===== src/rtl/syl_pkg.sv =====
package syl_pkg;

   typedef enum logic [1:0] {
      LT_REF  = 2'b00,
      LT_MAIN = 2'b01,
      LT_FUNC = 2'b10,
      LT_INIT = 2'b11
   } latch_e;

   localparam int unsigned B_FIELD_W = 13;
   localparam int unsigned R_FIELD_W = 14;
   localparam int unsigned LDP_WBIT  = 20;

   function automatic int unsigned a_width(input int unsigned word_w);
      return (word_w == 24) ? 6 : 5;
   endfunction

endpackage


===== src/rtl/syl_sync.sv =====
module syl_sync #(
   parameter int unsigned N      = 3,
   parameter int unsigned STAGES = 2
) (
   input  logic         clk,
   input  logic         rst_n,
   input  logic [N-1:0] raw_i,
   output logic [N-1:0] lvl_o,
   output logic [N-1:0] rise_o
);

   if (STAGES < 2) begin : g_bad_stages
      $error("syl_sync: STAGES must be at least 2");
   end

   for (genvar i = 0; i < N; i++) begin : g_bit
      logic [STAGES:0] pipe;

      always_ff @(posedge clk or negedge rst_n) begin
         if (!rst_n) pipe <= '0;
         else        pipe <= {pipe[STAGES-1:0], raw_i[i]};
      end

      assign lvl_o[i]  = pipe[STAGES-1];
      assign rise_o[i] = pipe[STAGES-1] & ~pipe[STAGES];

      // a detected edge cannot repeat in the next cycle
      assert_rise_gap_R10: assert property (@(posedge clk) disable iff (!rst_n)
         rise_o[i] |=> !rise_o[i]);
   end

endmodule


===== src/rtl/syl_shreg.sv =====
module syl_shreg #(
   parameter int unsigned W = 24
) (
   input  logic         clk,
   input  logic         rst_n,
   input  logic         shift_i,
   input  logic         bit_i,
   output logic [W-1:0] word_o
);

   if (W < 4) begin : g_bad_w
      $error("syl_shreg: W too small");
   end

   logic [W-1:0] sr_q;

   always_ff @(posedge clk or negedge rst_n) begin
      if (!rst_n)       sr_q <= '0;
      else if (shift_i) sr_q <= {sr_q[W-2:0], bit_i};
   end

   assign word_o = sr_q;

   // the new bit lands at the low end after a shift
   assert_shift_in_R2: assert property (@(posedge clk) disable iff (!rst_n)
      shift_i |=> (word_o[0] == $past(bit_i)));

endmodule


===== src/rtl/syl_latches.sv =====
module syl_latches
   import syl_pkg::*;
#(
   parameter int unsigned W   = 24,
   parameter int unsigned A_W = 6
) (
   input  logic             clk,
   input  logic             rst_n,
   input  logic             load_i,
   input  logic [W-1:0]     word_i,
   output logic [13:0]      ref_div_o,
   output logic             ref_ldp_o,
   output logic [5:0]       a_val_o,
   output logic [12:0]      b_val_o,
   output logic             gain_o,
   output logic [W-3:0]     func_bits_o,
   output logic [W-3:0]     init_bits_o,
   output logic             cnt_rst_o
);

   localparam int unsigned PW      = W - 2;
   localparam int unsigned NLATCH  = 4;
   localparam int unsigned LDP_P   = LDP_WBIT - 2;
   localparam int unsigned GAIN_P  = A_W + B_FIELD_W;

   if (A_W < 5 || A_W > 6) begin : g_bad_aw
      $error("syl_latches: A_W must be 5 or 6");
   end
   if (PW < GAIN_P + 1 || PW < LDP_P + 1) begin : g_bad_pw
      $error("syl_latches: word too short for fields");
   end

   latch_e           sel;
   logic [NLATCH-1:0] wr;
   logic [PW-1:0]    st_q [NLATCH];
   logic             pulse_q;

   assign sel = latch_e'(word_i[1:0]);
   assign wr  = load_i ? (NLATCH'(1) << sel) : '0;

   always_ff @(posedge clk or negedge rst_n) begin
      if (!rst_n) begin
         for (int g = 0; g < NLATCH; g++) st_q[g] <= '0;
         pulse_q <= 1'b0;
      end else begin
         for (int g = 0; g < NLATCH; g++)
            if (wr[g]) st_q[g] <= word_i[W-1:2];
         pulse_q <= wr[LT_INIT];
      end
   end

   assign ref_div_o   = st_q[LT_REF][R_FIELD_W-1:0];
   assign ref_ldp_o   = st_q[LT_REF][LDP_P];
   assign b_val_o     = st_q[LT_MAIN][A_W +: B_FIELD_W];
   assign gain_o      = st_q[LT_MAIN][GAIN_P];
   assign func_bits_o = st_q[LT_FUNC];
   assign init_bits_o = st_q[LT_INIT];
   assign cnt_rst_o   = pulse_q;

   if (A_W == 6) begin : g_a6
      assign a_val_o = st_q[LT_MAIN][5:0];
   end else begin : g_a5
      assign a_val_o = {1'b0, st_q[LT_MAIN][4:0]};
   end

   logic unused_fields;
   assign unused_fields = ^{st_q[LT_REF], st_q[LT_MAIN]};

   // an initialization load yields the pulse next cycle
   assert_init_pulse_R7: assert property (@(posedge clk) disable iff (!rst_n)
      (load_i && word_i[1:0] == 2'b11) |=> cnt_rst_o);

   // the pulse lasts one cycle
   assert_pulse_single_R7: assert property (@(posedge clk) disable iff (!rst_n)
      cnt_rst_o |=> !cnt_rst_o);

   // no load, no change
   assert_ref_hold_R9: assert property (@(posedge clk) disable iff (!rst_n)
      !load_i |=> ($stable(ref_div_o) && $stable(b_val_o) && $stable(func_bits_o)));

   // a load aimed elsewhere leaves the reference outputs alone
   assert_other_hold_R4: assert property (@(posedge clk) disable iff (!rst_n)
      (load_i && word_i[1:0] != 2'b00) |=> ($stable(ref_div_o) && $stable(ref_ldp_o)));

endmodule


===== src/rtl/synth_word_rx.sv =====
module synth_word_rx
   import syl_pkg::*;
#(
   parameter int unsigned WORD_W = 24,
   parameter int unsigned SYNC_STAGES = 2
) (
   input  logic              clk,
   input  logic              rst_n,
   input  logic              ser_clk_i,
   input  logic              ser_dat_i,
   input  logic              ser_le_i,
   output logic [13:0]       ref_div_o,
   output logic              ref_ldp_o,
   output logic [5:0]        a_val_o,
   output logic [12:0]       b_val_o,
   output logic              gain_o,
   output logic [WORD_W-3:0] func_bits_o,
   output logic [WORD_W-3:0] init_bits_o,
   output logic              cnt_rst_o
);

   localparam int unsigned A_W = a_width(WORD_W);

   if (WORD_W != 21 && WORD_W != 24) begin : g_bad_word
      $error("synth_word_rx: WORD_W must be 21 or 24");
   end

   logic [2:0]        lvl, rise;
   logic [WORD_W-1:0] word;

   syl_sync #(.N(3), .STAGES(SYNC_STAGES)) u_sync (
      .clk    (clk),
      .rst_n  (rst_n),
      .raw_i  ({ser_le_i, ser_dat_i, ser_clk_i}),
      .lvl_o  (lvl),
      .rise_o (rise)
   );

   syl_shreg #(.W(WORD_W)) u_shreg (
      .clk     (clk),
      .rst_n   (rst_n),
      .shift_i (rise[0]),
      .bit_i   (lvl[1]),
      .word_o  (word)
   );

   syl_latches #(.W(WORD_W), .A_W(A_W)) u_lat (
      .clk         (clk),
      .rst_n       (rst_n),
      .load_i      (rise[2]),
      .word_i      (word),
      .ref_div_o   (ref_div_o),
      .ref_ldp_o   (ref_ldp_o),
      .a_val_o     (a_val_o),
      .b_val_o     (b_val_o),
      .gain_o      (gain_o),
      .func_bits_o (func_bits_o),
      .init_bits_o (init_bits_o),
      .cnt_rst_o   (cnt_rst_o)
   );

   logic unused_sync;
   assign unused_sync = ^{rise[1], lvl[0], lvl[2]};

endmodule


===== config.mk =====
export PLATFORM = sky130hd
export DESIGN_NAME = synth_word_rx
export DESIGN_NICKNAME = d
export VERILOG_FILES = /design/src/rtl/syl_pkg.sv /design/src/rtl/syl_sync.sv /design/src/rtl/syl_shreg.sv /design/src/rtl/syl_latches.sv /design/src/rtl/synth_word_rx.sv
export SDC_FILE = /design/constraint.sdc
export NUM_CORES = 1
export LEC_CHECK = 0
export BUFFER_PORTS_ARGS = -buffer_cell sky130_fd_sc_hd__buf_4
export CORE_ASPECT_RATIO = 0.8
export CORE_UTILIZATION = 35
export CTS_BUF_LIST = sky130_fd_sc_hd__clkbuf_4 sky130_fd_sc_hd__clkbuf_8
export DETAILED_ROUTE_END_ITERATION = 10
export GPL_ROUTABILITY_DRIVEN = 0
export RECOVER_POWER = 25
export SYNTH_ARGS = -nofsm -noshare
export SYNTH_HDL_FRONTEND = slang
export SYNTH_HIERARCHICAL = 1
export SYNTH_SLANG_ARGS = --single-unit

===== constraint.sdc =====
create_clock -name clk -period 1.4 [get_ports clk]
set_input_delay 0.21 -clock clk [delete_from_list [all_inputs] [get_ports clk]]
set_output_delay 0.21 -clock clk [all_outputs]
set_load 0.02 [all_outputs]

==> metrics.cfg <==
[outcome]
status=complete, no violations

[timing]
skew_ns=0.00739
period_needed_ns=1.39
setup_viol=0
final_hold_viol_count=0
max_slew_margin_pct=65.7
post-route-period-util_pct=99.3
slew_viol_final=0
rsz0062_at_grt=yes
max_freq_mhz=719
max_slew.worst_pin.slew_ns=0.514

[routing]
drt_wl_total_mm=8.27
drtPass1Iterations=3
avgViaCountPerCell=4.67
wl_per_cell_um=16.8
drt_iter0_drc=77
via_count=2292
post-route-drc-count=0
ant_nets=0

[run]
cap_violations=0

[placement]
dp_hpwl_mm=5.34
dp.cells=466
portBuffers=84

[synthesis]
ys_warn_count=6
syn-num-nets=238
netlist_instances=233
netlist_area_um2=4210
avgSynthCellArea_um2=18.1

[worst_hold_path]
hold_path_class=input pin to async pin

[clock_network]
cts_made_buffers=9
cts-htree-levels=3
cts_sinks=112
clock-root-buffer=clkbuf_8
clock_latency_ns=0.37
cts_tree=done
path_clk_slew_ns=0.10
clk_path_buf_depth=2

[setup_path]
r2r_start=u_sync/g_bit[2].pipe[2]
r2r-end=u_lat/ref_div_o[10]
worstPathRequired_ns=1.66
criticalPathCategory=register to register
cp-end-kind=register
rrSetupSlack_ns=0.009
rr_worst_depth=4
worstPathArrival_ns=1.65
critPathMaxFanout=8
crit_path_start_kind=register

[cells_and_area]
nets=343
fin_cells=491
drive_gt1_share_pct=65.6
n_antenna_cell=0
num-fill-cells=1006
syn_to_final_growth_pct=29.9

[global_routing]
busiest_layer=met2
grt_pass1_vias=2320
antenna_found_initial=0
grt_max_degree=41
grt_usage_pct=13.6
grt_overflow=0
met1_usage_pct=18.0
grt_util_met3_pct=4.00
met2_usage_pct=21.3
grt_pass1_wl_mm=12.9

[floorplanning]
core_area_um2=11600
start_util_pct=36.3
die_w_um=125
rows=35
die_h_um=100
die_area_um2=12500
io_pins=85

[power]
p_leak_nw=2.80
pwr_density_cell_nw_per_um2=1790
peakVddDrop_mv=0.921
finalPower_mw=9.78

area by class of cell:
cell class	count	area, um2	area share, %
multi-input cells	109	1370	25.1
clock buffers	11	151	2.77
repair buffers	105	916	16.7
flip-flops and latches	112	2810	51.2
inverters	1	3.75	0.0686
clock inverters	5	40.0	0.731
well taps	148	185	3.38
power by group:
group	switching [mW]	internal [mW]	total (mW)
logic	1.42	1.76	3.18
registers	0.712	4.08	4.79
clock network	1.06	0.754	1.81
repair_timing:
item	CTS	global route
setup buffers	0	3
hold buffers	4	0
hold endpoints to repair	20	0
gates resized for setup	2	27
cloned	0	2
setup endpoints to repair	12	44
stage by stage:
step	TNS, ns	util, %	setup WS (ns)	instance area, um2	hold WS, ns
CTS	-0.00605	45.9	-0.00605	5330	0.235
floorplan	-0.383	-	-0.0383	4210	-0.0856
finish	0	47.2	0.00942	5470	0.332
global placement	0	43.8	0.0416	5090	0.115
global route	-1.21	47.2	-0.0773	5470	0.368
detailed placement	0	43.8	0.00133	5090	0.115
layer usage:
layer / share of wire [%] / vias up / wire [um]
met2: 47 / 48 / 3920
li1: - / 1030 / -
met3: 4.6 / 10 / 378
met4: 1.7 / 0 / 144
met5: 0 / - / 0
met1: 46 / 1204 / 3820
worst max-delay path by stage:
stage / start / endpoint / slack (ns) / depth (start not counted)
2_1_floorplan: u_sync/g_bit[2].pipe[2] / u_lat/ref_div_o[10] / -0.04 / 4
3_3_place_gp: u_sync/g_bit[2].pipe[2] / u_lat/ref_div_o[9] / 0.04 / 4
3_5_place_dp: u_shreg/word_o[0] / u_lat/func_bits_o[12] / 0.001 / 3
4_1_cts: u_sync/g_bit[2].pipe[2] / u_lat/ref_div_o[5] / -0.006 / 4
5_1_grt: u_sync/g_bit[2].pipe[1] / u_lat/ref_div_o[6] / -0.08 / 4
6_report: u_sync/g_bit[2].pipe[2] / u_lat/ref_div_o[10] / 0.009 / 4
cell usage in the layout (no fill, tap or decap):
cell type	n
inv_6	1
nand3_1	1
clkbuf_8	11
nor3b_4	1
mux2_4	39
clkbuf_16	2
inv_1	1
buf_6	6
clkbuf_4	3
dlygate4sd3_1	4
dfrtp_1	110
buf_4	84
clkinv_4	1
clkbuf_2	1
buf_12	5
clkinvlp_4	3
dfrtp_2	2
nor2b_4	2
nand3b_1	2
mux2_2	64
sequential cells by signal (all words and copies together) (netlist names):
register	count
u_lat/b_val_o	13
u_lat/a_val_o	6
u_lat/init_bits_o	22
u_lat/func_bits_o	22
u_lat/cnt_rst_o	1
u_shreg/word_o	24
u_lat/ref_div_o	14
u_lat/gain_o	1
u_lat/ref_ldp_o	1
u_sync/g_bit.pipe	8
critical path: stages (launching register included):
cell and delay [ns]:
dfrtp_1 0.40, nor2b_4 0.14, nor3b_4 0.23, buf_6 0.20, mux2_4 0.31
Note: power is estimated with default switching activity, not from simulation.
